$ cat config.mk
export PLATFORM = sky130hd
export DESIGN_NAME = ddrchk_bank
export DESIGN_NICKNAME = d
export VERILOG_FILES = /design/src/rtl/ddrchk_bank.sv
export SDC_FILE = /design/constraint.sdc
export NUM_CORES = 1
export LEC_CHECK = 0
export ABC_CLOCK_PERIOD_IN_PS = 1500
export BUFFER_PORTS_ARGS = -buffer_cell sky130_fd_sc_hd__clkbuf_2
export CELL_PAD_IN_SITES_DETAIL_PLACEMENT = 1
export CELL_PAD_IN_SITES_GLOBAL_PLACEMENT = 1
export CORE_MARGIN = 1
export CORE_UTILIZATION = 30
export DETAILED_ROUTE_END_ITERATION = 6
export PLACE_DENSITY_LB_ADDON = 0.08
export SETUP_SLACK_MARGIN = 0.3
export SYNTH_ARGS = -nofsm -noshare
export SYNTH_HDL_FRONTEND = slang
export SYNTH_SLANG_ARGS = --single-unit
$ cat constraint.sdc
create_clock -name clk -period 1.5 [get_ports clk]
set_input_delay 0.225 -clock clk [delete_from_list [all_inputs] [get_ports clk]]
set_output_delay 0.225 -clock clk [all_outputs]
set_load 0.03 [all_outputs]
$ cat src/rtl/ddrchk_bank.sv
module ddrchk_bank #(
  parameter int unsigned CW    = 4,
  parameter int unsigned T_RCD = 3,
  parameter int unsigned T_RC  = 9,
  parameter int unsigned T_RAS = 6
) (
  input  logic          clk,
  input  logic          rst_n,
  input  logic          act_i,
  input  logic          shut_i,
  input  logic [CW-1:0] rp_load_i,
  output logic          open_o,
  output logic          rcd_busy_o,
  output logic          rp_busy_o,
  output logic          rc_busy_o,
  output logic          ras_busy_o
);

  localparam logic [CW-1:0] LD_RCD = CW'(T_RCD - 1);
  localparam logic [CW-1:0] LD_RC  = CW'(T_RC - 1);
  localparam logic [CW-1:0] LD_RAS = CW'(T_RAS - 1);

  logic          open_q, open_d;
  logic [CW-1:0] rcd_q, rcd_d, rp_q, rp_d, rc_q, rc_d, ras_q, ras_d;
  logic          upd_en;

  always_comb begin
    open_d = open_q;
    rcd_d  = (rcd_q != '0) ? rcd_q - 1'b1 : rcd_q;
    rp_d   = (rp_q  != '0) ? rp_q  - 1'b1 : rp_q;
    rc_d   = (rc_q  != '0) ? rc_q  - 1'b1 : rc_q;
    ras_d  = (ras_q != '0) ? ras_q - 1'b1 : ras_q;
    if (act_i) begin
      open_d = 1'b1;
      rcd_d  = LD_RCD;
      rc_d   = LD_RC;
      ras_d  = LD_RAS;
    end else if (shut_i) begin
      open_d = 1'b0;
      rp_d   = rp_load_i;
    end
    upd_en = act_i | shut_i | (rcd_q != '0) | (rp_q != '0) |
             (rc_q != '0) | (ras_q != '0);
  end

  always_ff @(posedge clk or negedge rst_n) begin
    if (!rst_n) begin
      open_q <= 1'b0;
      rcd_q  <= '0;
      rp_q   <= '0;
      rc_q   <= '0;
      ras_q  <= '0;
    end else if (upd_en) begin
      open_q <= open_d;
      rcd_q  <= rcd_d;
      rp_q   <= rp_d;
      rc_q   <= rc_d;
      ras_q  <= ras_d;
    end
  end

  assign open_o     = open_q;
  assign rcd_busy_o = (rcd_q != '0);
  assign rp_busy_o  = (rp_q  != '0);
  assign rc_busy_o  = (rc_q  != '0);
  assign ras_busy_o = (ras_q != '0);

  // The top never opens and closes a bank in the same cycle.
  assert_no_clash_R14: assert property (@(posedge clk) disable iff (!rst_n)
    $onehot0({act_i, shut_i}));

  // An activate only reaches a closed bank.
  assert_act_closed_R10: assert property (@(posedge clk) disable iff (!rst_n)
    act_i |-> !open_q);

  // Closing a bank always starts a precharge interval.
  assert_close_waits_R4: assert property (@(posedge clk) disable iff (!rst_n)
    $fell(open_q) |-> (rp_q != '0));

endmodule

==> impl_metrics.json, run 1 <==
{
  "die_area_um2": 3250,
  "grt_overflow_total": 0,
  "crit_path_start_kind": "register",
  "num_vias": 772,
  "period_minus_slack_ns": 1.68,
  "p_leak_nw": 0.685,
  "core_area_um2": 2810,
  "maxSlewHeadroom_pct": 70.0,
  "status": "complete, but fails checks",
  "timing.rr.end": "rc_q[0]",
  "io_pins": 13,
  "preCtsSetupSlack_ns": -0.0310,
  "path_cells": "inv_2 > ha_4 > or3b_4 > buf_8",
  "place_inst": 137,
  "hold_violations": 0,
  "synth_top_area_share_pct": 46.8,
  "cp-startpoint": "rp_q[1]",
  "ir_worst_vdd_mv": 0.677,
  "clockBufferDepth": 2,
  "p_per_area_nw_per_um2": 1800,
  "fp-row-count": 19,
  "ant_nets": 0,
  "cts.sinks": 17,
  "cp_max_fo": 2,
  "final_cell_mix": "buf_4, dfrtp_1, buf_6",
  "nets": 148,
  "worstSetupPathType": "register to primary output",
  "grt_pass1_wl_mm": 3.87,
  "drcViolationCount": 0,
  "cts_tree": "done",
  "wl_per_cell_um": 14.0,
  "die_height_um": 57.0,
  "fin_cells": 165,
  "firstDrtPassIters": 2,
  "globalplace.congestion": 0.793,
  "period_share_pct": 112,
  "yosysUniqueCellTypes": 24,
  "r2r_cells": 8,
  "ctsHtreeMaxLevel": 1,
  "cp.buffers_inverters": 2,
  "crit_cells": 4,
  "track_usage_pct": 15.7,
  "num-fill-cells": 317,
  "rrSetupSlack_ns": -0.15,
  "layout_commonest_cell": "buf_4",
  "initial_utilization_pct": 32.4,
  "worstSetupEndpoint": "rp_busy_o",
  "violations": "negative setup slack",
  "end_kind": "primary output",
  "dieWidth_um": 57.0,
  "setup_viol": 10,
  "cts_buffers": 3,
  "n_antenna_cell": 0,
  "root_buffer": "clkbuf_4",
  "fin_ws_ns": -0.178,
  "area_growth_pct": 62.1,
  "setup_tns_ns": -1.00,
  "routed_wl_mm": 2.30,
  "crit_arrival_ns": 1.45,
  "clock_latency_ns": 0.29,
  "syn_area_um2": 908,
  "syn_avg_cell_area_um2": 9.98,
  "grt_max_degree": 18,
  "yosysTopAreaCell": "dfrtp_1",
  "ys_ff_latch": 17,
  "critPathTopFamily": "flip-flops",
  "ys_warn_count": 0,
  "layout-drive-gt1-share_pct": 61.2,
  "rsz0062_at_grt": "yes",
  "vias_per_cell": 4.68,
  "r2r_start": "rc_q[0]",
  "hpwl_mm": 1.38,
  "maxCapViolCount": 0,
  "holdWs_ns": 0.169,
  "grt_pass1_vias": 855,
  "required_ns": 1.27,
  "skew_ns": 0.0109,
  "synth_sequential_area_ratio_pct": 46.8,
  "io_buffers": 12,
  "hold_path.class": "input pin to register",
  "tightest_slew_ns": 0.449,
  "path_clk_slew_ns": 0.11,
  "clock.fmax_mhz": 596,
  "antenna_found_initial": 0,
  "cpPeakStageDelay_ns": 0.41,
  "synth_area_leaders": "dfrtp_1, ha_1, nor2_1",
  "first_iter_violations": 9,
  "slowest_stage": "dfrtp_1",
  "syn_nets": 104,
  "synth_cells": 91,
  "slew_viol_final": 0
}
metal layers:
layer	vias to the layer above	track usage, %	wire [um]
li1	384	-	-
met1	379	16.7	938
met2	7	31.4	1310
met3	2	2.72	45
met4	0	4.18	13
met5	-	0	0
where the power goes:
group          switching (W)  internal (W)  leakage, nW
clock               0.000153     0.0000990       0.0177
combinational       0.000653      0.000974        0.463
sequential          0.000151      0.000614        0.203
total               0.000958       0.00169        0.685
Yosys cell counts:
master	count
buf_6	1
nor2_1	13
o221a_1	1
nand3_2	1
nor3b_2	1
o31ai_1	1
inv_1	11
nor3_1	3
buf_1	1
a21o_1	1
a211o_1	1
nand3b_1	4
xnor2_1	4
nand2_1	2
nand2b_1	5
dfrtp_1	17
a31oi_1	1
a21oi_1	6
mux2i_1	3
or3b_1	3
buf_2	3
a211oi_2	2
or3_1	1
ha_1	5
how the worst min path moves through the flow:
stage	start	cells past startpoint	end
4_1_cts	rp_load_i[3]	3	rp_q[3]
5_1_grt	rp_load_i[3]	3	rp_q[3]
6_report	rp_load_i[3]	3	rp_q[3]
3_3_place_gp	rst_n	1	ras_q[0]
3_5_place_dp	rst_n	1	ras_q[2]
2_1_floorplan	rst_n	0	open_o
state kept, by name, summed over array words and instances, names as in the netlist:
register / cells
open_o: 1
rp_q: 4
rc_q: 4
rcd_q: 4
ras_q: 4
area by class of cell:
type,count,area (um2),share of cell area (%)
Timing Repair Buffer,44,384,26.1
Clock buffer,3,22.5,1.53
Multi-Input combinational cell,58,556,37.7
Clock inverter,1,5.00,0.340
Sequential cell,17,425,28.9
Tap cell,31,38.8,2.63
Inverter,11,41.3,2.80
worst reg2reg max path: stages (launching register included):
cell	delay, ns
dfrtp_1	0.41
inv_2	0.08
ha_4	0.13
or3b_4	0.39
buf_4	0.15
buf_6	0.11
buf_6	0.11
xnor2_2	0.11
nor2_1	0.05
metrics by stage:
stage          power (W)  cell area, um2  util (%)
2_1_floorplan    0.00142             950         -
3_3_place_gp     0.00164            1070      38.0
3_5_place_dp     0.00167            1070      38.0
4_1_cts          0.00242            1360      48.5
5_1_grt          0.00286            1470      52.5
6_report         0.00264            1470      52.5
kinds of logic after synthesis:
kind of cell	synth area share, %
buf+inv	7.85
fa+ha+maj	6.89
mux	3.31
simple gates	20.7
xor+xnor	3.86
flops	46.8
compound gates	10.6
timing repair:
action | CTS | global route
cloned | 0 | 0
setup buffers | 14 | 9
hold buffers | 1 | 0
setup endpoints to repair | 15 | 17
pin swaps | 11 | 9
endpoints found under the hold margin | 17 | 0
resized for setup | 36 | 14
No activity file was read; power rests on OpenSTA's default activity.
==> inputs of run 2 (changes only) <==
--- a/config.mk
+++ b/config.mk
@@ -5,7 +5,8 @@
 export SDC_FILE = /design/constraint.sdc
 export NUM_CORES = 1
 export LEC_CHECK = 0
-export ABC_CLOCK_PERIOD_IN_PS = 1500
+export ABC_AREA = 1
+export ABC_CLOCK_PERIOD_IN_PS = 1850
 export BUFFER_PORTS_ARGS = -buffer_cell sky130_fd_sc_hd__clkbuf_2
 export CELL_PAD_IN_SITES_DETAIL_PLACEMENT = 1
 export CELL_PAD_IN_SITES_GLOBAL_PLACEMENT = 1
==> constraint.sdc (replaced) <==
create_clock -name clk -period 1.85 [get_ports clk]
set_input_delay 0.2775 -clock clk [delete_from_list [all_inputs] [get_ports clk]]
set_output_delay 0.2775 -clock clk [all_outputs]
set_load 0.03 [all_outputs]
==> run 2 against run 1 <==
  * The flow now finishes without violations
  * Global-route usage shrank 0.15 points
  * Power shrank 31%
  * Combinational power shrank 38%
  * Worst setup slack gained 0.55 ns
  * Cell count grew 15%
  * Utilization shrank 10 points
  * Critical path depth is the same
  * Synthesized area grew 4.5%
  * Final area shrank 13%
  * Register-to-register slack gained 0.73 ns
  * Via count grew 9.2%
  * Synthesized cell count grew 31%
  * Critical endpoint is now rcd_busy_o
==> impl_metrics.json, run 2 <==
{
  "cpPeakStageDelay_ns": 0.41,
  "synth_area_leaders": "dfrtp_1, nand2_1, inv_1",
  "rsz0062_at_grt": "yes",
  "hpwl_mm": 1.49,
  "hold_depth": 3,
  "min_from": "rp_load_i[3]",
  "synth_edf_count": 0,
  "end_kind": "primary output",
  "yosysUniqueCellTypes": 19,
  "synthTopCellsByCount": "nand2_1, inv_1, dfrtp_1, nand3_1, nor2_1",
  "antenna_found_initial": 0,
  "initial_utilization_pct": 31.4,
  "timing.rr.end": "ras_q[2]",
  "maxSlewHeadroom_pct": 69.5,
  "r2r_cells": 7,
  "layout_commonest_cell": "nand2_1",
  "cp_max_fo": 6,
  "grt_overflow_total": 0,
  "ys.flop_type": "dfrtp_1",
  "io_buffers": 12,
  "place_inst": 174,
  "crit_arrival_ns": 1.20,
  "routed_wl_mm": 2.36,
  "ys_warn_count": 0,
  "vias_per_cell": 4.46,
  "required_ns": 1.57,
  "hold_violations": 0,
  "num_vias": 843,
  "cts_buffers": 3,
  "globalplace.congestion": 0.731,
  "worstSetupPathType": "register to primary output",
  "fin_cells": 189,
  "period_minus_slack_ns": 1.48,
  "clock_latency_ns": 0.29,
  "area_growth_pct": 34.9,
  "track_usage_pct": 15.6,
  "firstDrtPassIters": 3,
  "clockBufferDepth": 2,
  "first_iter_violations": 17,
  "fp-row-count": 20,
  "core_area_um2": 3030,
  "setup_viol": 0,
  "ant_nets": 0,
  "die_height_um": 58.3,
  "path_clk_slew_ns": 0.10,
  "rrSetupSlack_ns": 0.58,
  "yosysTopAreaCell": "dfrtp_1",
  "critPathTopFamily": "flip-flops",
  "wl_per_cell_um": 12.5,
  "n_antenna_cell": 0,
  "ir_worst_vdd_mv": 0.471,
  "syn_area_um2": 950,
  "min_to": "rp_q[3]",
  "nets": 159,
  "maxCapViolCount": 0,
  "slowest_stage": "dfrtp_1",
  "final_cell_mix": "nand2_1, dfrtp_1, inv_1",
  "ys_ff_latch": 17,
  "synth_cells": 119,
  "tightest_slew_ns": 0.457,
  "period_share_pct": 80.1,
  "synth.most_common_cell": "nand2_1",
  "dieWidth_um": 58.3,
  "clock.fmax_mhz": 675,
  "path_cells": "inv_2 > ha_4 > nand2_4 > buf_8",
  "p_per_area_nw_per_um2": 1420,
  "synth_sequential_area_ratio_pct": 44.8,
  "syn_avg_cell_area_um2": 7.98,
  "crit_path_start_kind": "register",
  "drcViolationCount": 0,
  "cp.buffers_inverters": 2,
  "hold_path.class": "input pin to register",
  "syn_nets": 132,
  "layout-drive-gt1-share_pct": 31.0,
  "cts_tree": "done",
  "status": "finished clean",
  "grt_pass1_vias": 830,
  "slew_viol_final": 0,
  "skew_ns": 0.00370,
  "root_buffer": "clkbuf_4",
  "synth_top_area_share_pct": 44.8,
  "synthArstFlopShare_pct": 100,
  "p_leak_nw": 0.659,
  "io_pins": 13,
  "ctsHtreeMaxLevel": 1,
  "die_area_um2": 3390,
  "grt_pass1_wl_mm": 3.91,
  "r2r_start": "ras_q[0]",
  "cts.sinks": 17,
  "setup_tns_ns": 0,
  "grt_max_degree": 18
}
run 2: how the worst max path moves through the flow:
stage | startpoint | end | slack [ns] | cells after the start
6_report | rcd_q[0] | rcd_busy_o | 0.37 | 4
5_1_grt | rcd_q[1] | rcd_busy_o | 0.29 | 4
4_1_cts | rcd_q[0] | rcd_busy_o | 0.28 | 4
3_5_place_dp | rp_q[0] | rp_busy_o | 0.50 | 4
3_3_place_gp | rcd_q[0] | rcd_busy_o | 0.53 | 4
2_1_floorplan | ras_q[0] | ras_q[0] | 0.53 | 5
run 2: metrics by stage:
step / area, um2 / hold slack (ns) / setup WS, ns / util, % / total power (W)
floorplan: 950 / -0.0181 / 0.528 / - / 0.00110
global placement: 1050 / 0.253 / 0.530 / 34.8 / 0.00124
detailed placement: 1050 / 0.248 / 0.501 / 34.8 / 0.00126
CTS: 1170 / 0.174 / 0.277 / 38.8 / 0.00161
global route: 1280 / 0.191 / 0.294 / 42.3 / 0.00199
finish: 1280 / 0.193 / 0.369 / 42.3 / 0.00181
run 2: cells by family (layout without fill, tap and decap cells):
group | count (synthesis) | count (layout) | synth area share [%]
flops | 17 | 17 | 44.8
buf+inv | 21 | 47 | 9.88
simple gates | 66 | 66 | 32.4
xor+xnor | 2 | 2 | 1.84
compound gates | 8 | 8 | 4.48
fa+ha+maj | 5 | 5 | 6.59
run 2: layout make-up:
cell class | instances | area (um2)
well taps | 44 | 55.1
clock buffers | 4 | 26.3
inverters | 20 | 82.6
repair buffers | 23 | 184
multi-input cells | 81 | 508
fillers | 368 | 1750
flip-flops and latches | 17 | 425
run 2: tightest hold or removal path, cell delays in order:
cell and delay, ns:
clkbuf_2 0.08, nand2_1 0.04, nand2_1 0.06
run 2: metal layers:
layer	routed length [um]	GRT usage [%]
met3	34	2.68
met1	1090	18.9
met2	1220	26.8
met5	0	0
met4	19	7.14
run 2: where the power goes:
group	internal, W	total [W]	switching, W
clock network	0.0000838	0.000209	0.000125
registers	0.000503	0.000596	0.0000924
logic	0.000471	0.00101	0.000539
total	0.00106	0.00181	0.000756
run 2: repair_timing:
item	in CTS	in global routing
hold buffers	1	0
cloned	0	0
buffers inserted	4	6
setup endpoints to repair	4	4
gates resized for setup	18	13
pin swaps	2	0
endpoints found under the hold margin	17	0
==> inputs of run 3 (changes only) <==
--- a/config.mk
+++ b/config.mk
@@ -6,7 +6,7 @@
 export NUM_CORES = 1
 export LEC_CHECK = 0
 export ABC_AREA = 1
-export ABC_CLOCK_PERIOD_IN_PS = 1850
+export ABC_CLOCK_PERIOD_IN_PS = 1500
 export BUFFER_PORTS_ARGS = -buffer_cell sky130_fd_sc_hd__clkbuf_2
 export CELL_PAD_IN_SITES_DETAIL_PLACEMENT = 1
 export CELL_PAD_IN_SITES_GLOBAL_PLACEMENT = 1
==> constraint.sdc (replaced) <==
create_clock -name clk -period 1.5 [get_ports clk]
set_input_delay 0.225 -clock clk [delete_from_list [all_inputs] [get_ports clk]]
set_output_delay 0.225 -clock clk [all_outputs]
set_load 0.03 [all_outputs]
==> run 3 against run 2 <==
  * Power rose by 36%
  * Non-clock buffer count is 11 higher
  * Critical path depth unchanged
  * Flip-flop and latch count stayed put
  * Die area stayed put
  * Largest power group unchanged
  * Highest routed layer unchanged
==> impl_metrics.json, run 3 (synthesis results as in run 2) <==
{
  "status": "finished clean",
  "rrSetupSlack_ns": 0.25,
  "ir_worst_vdd_mv": 0.888,
  "p_per_area_nw_per_um2": 1750,
  "io_pins": 13,
  "crit_arrival_ns": 1.17,
  "vias_per_cell": 4.45,
  "layout_commonest_cell": "nand2_1",
  "drcViolationCount": 0,
  "period_minus_slack_ns": 1.39,
  "globalplace.congestion": 0.722,
  "num_vias": 889,
  "r2r_start": "ras_q[0]",
  "grt_pass1_vias": 941,
  "final_cell_mix": "nand2_1, buf_4, dfrtp_1",
  "slew_viol_final": 0,
  "setup_viol": 0,
  "critPathTopFamily": "flip-flops",
  "core_area_um2": 3030,
  "path_clk_slew_ns": 0.10,
  "setup_tns_ns": 0,
  "cpPeakStageDelay_ns": 0.40,
  "initial_utilization_pct": 31.4,
  "grt_pass1_wl_mm": 4.19,
  "worstSetupPathType": "register to primary output",
  "place_inst": 174,
  "ant_nets": 0,
  "antenna_found_initial": 0,
  "maxSlewHeadroom_pct": 70.1,
  "die_area_um2": 3390,
  "ctsHtreeMaxLevel": 1,
  "clockBufferDepth": 2,
  "cts_tree": "done",
  "path_cells": "inv_2 > ha_4 > nand3_4 > buf_8",
  "n_antenna_cell": 0,
  "hold_violations": 0,
  "root_buffer": "clkbuf_4",
  "p_leak_nw": 0.710,
  "cts.sinks": 17,
  "hold_path.class": "input pin to register",
  "fin_area_um2": 1410,
  "clock_latency_ns": 0.29,
  "layout-drive-gt1-share_pct": 41.7,
  "grt_overflow_total": 0,
  "timing.rr.end": "ras_q[2]",
  "end_kind": "primary output",
  "fin_cells": 200,
  "track_usage_pct": 16.8,
  "rsz0062_at_grt": "yes",
  "cts_buffers": 3,
  "grt_max_degree": 18,
  "slowest_stage": "dfrtp_1",
  "routed_wl_mm": 2.46,
  "dpl_cell_area_um2": 1070,
  "tightest_slew_ns": 0.449,
  "die_height_um": 58.3,
  "min_to": "rp_q[3]",
  "period_share_pct": 92.7,
  "io_buffers": 12,
  "dieWidth_um": 58.3,
  "wl_per_cell_um": 12.3,
  "clock.fmax_mhz": 719,
  "preCtsSetupSlack_ns": 0.241,
  "nets": 170,
  "fin_ws_ns": 0.109,
  "first_iter_violations": 20,
  "required_ns": 1.27,
  "skew_ns": 0.00498,
  "cp.buffers_inverters": 2,
  "hold_depth": 3,
  "fp-row-count": 20,
  "crit_path_start_kind": "register",
  "cp_max_fo": 2,
  "hpwl_mm": 1.54,
  "firstDrtPassIters": 2,
  "min_from": "rp_load_i[3]",
  "area_growth_pct": 48.2,
  "maxCapViolCount": 0,
  "r2r_cells": 7
}
run 3: changes by cell type in the layout (fill, tap and decap cells not counted), sizes merged:
| cell | change |
|---|---|
| buf | +12 |
| clkbuf | -1 |
run 3: worst register-to-register path, stage by stage (launching register included):
cell and delay [ns]:
dfrtp_1 0.37, inv_2 0.06, buf_4 0.15, ha_4 0.15
or2_2 0.29, nand3_2 0.06, nand2_1 0.05, inv_1 0.06
run 3: worst max path at each step:
stage             start          to  slack (ns)  depth (start not counted)
6_report        rc_q[0]   rc_busy_o        0.11                          4
5_1_grt        ras_q[1]  ras_busy_o        0.05                          4
4_1_cts        ras_q[1]  ras_busy_o        0.09                          4
3_5_place_dp    rp_q[0]   rp_busy_o        0.24                          4
3_3_place_gp    rp_q[0]   rp_busy_o        0.25                          4
2_1_floorplan  ras_q[0]    ras_q[0]        0.29                          5
run 3: metrics by stage:
step	total power (W)	util (%)	hold WS, ns
2_1_floorplan	0.00139	-	-0.0706
4_1_cts	0.00233	43.8	0.124
3_5_place_dp	0.00159	35.3	0.199
3_3_place_gp	0.00156	35.3	0.196
5_1_grt	0.00270	46.5	0.116
6_report	0.00247	46.5	0.136
run 3: where the power goes:
part / internal, W / switching [W]
clock: 0.000103 / 0.000148
combinational: 0.000737 / 0.000730
sequential: 0.000621 / 0.000127
total: 0.00146 / 0.00101
run 3: cell type report:
| cell class | count | area, um2 |
|---|---|---|
| clock buffers | 4 | 26.3 |
| flip-flops and latches | 17 | 425 |
| fillers | 368 | 1620 |
| repair buffers | 34 | 268 |
| multi-input cells | 81 | 551 |
| well taps | 44 | 55.1 |
| inverters | 20 | 82.6 |
run 3: timing repair:
action | 4_1_cts | 5_1_grt
setup buffers | 15 | 6
hold buffers | 1 | 0
gates resized for setup | 29 | 14
endpoints found under the hold margin | 17 | 0
endpoints found under the setup margin | 6 | 12
pin swaps | 6 | 2
run 3: layer usage:
metal | routed length [um] | part of all wire [%] | global-route usage (%)
met3 | 46 | 1.9 | 4.24
met2 | 1300 | 53 | 29.7
met1 | 1100 | 45 | 19.1
met4 | 16 | 0.65 | 6.80
met5 | 0 | 0 | 0
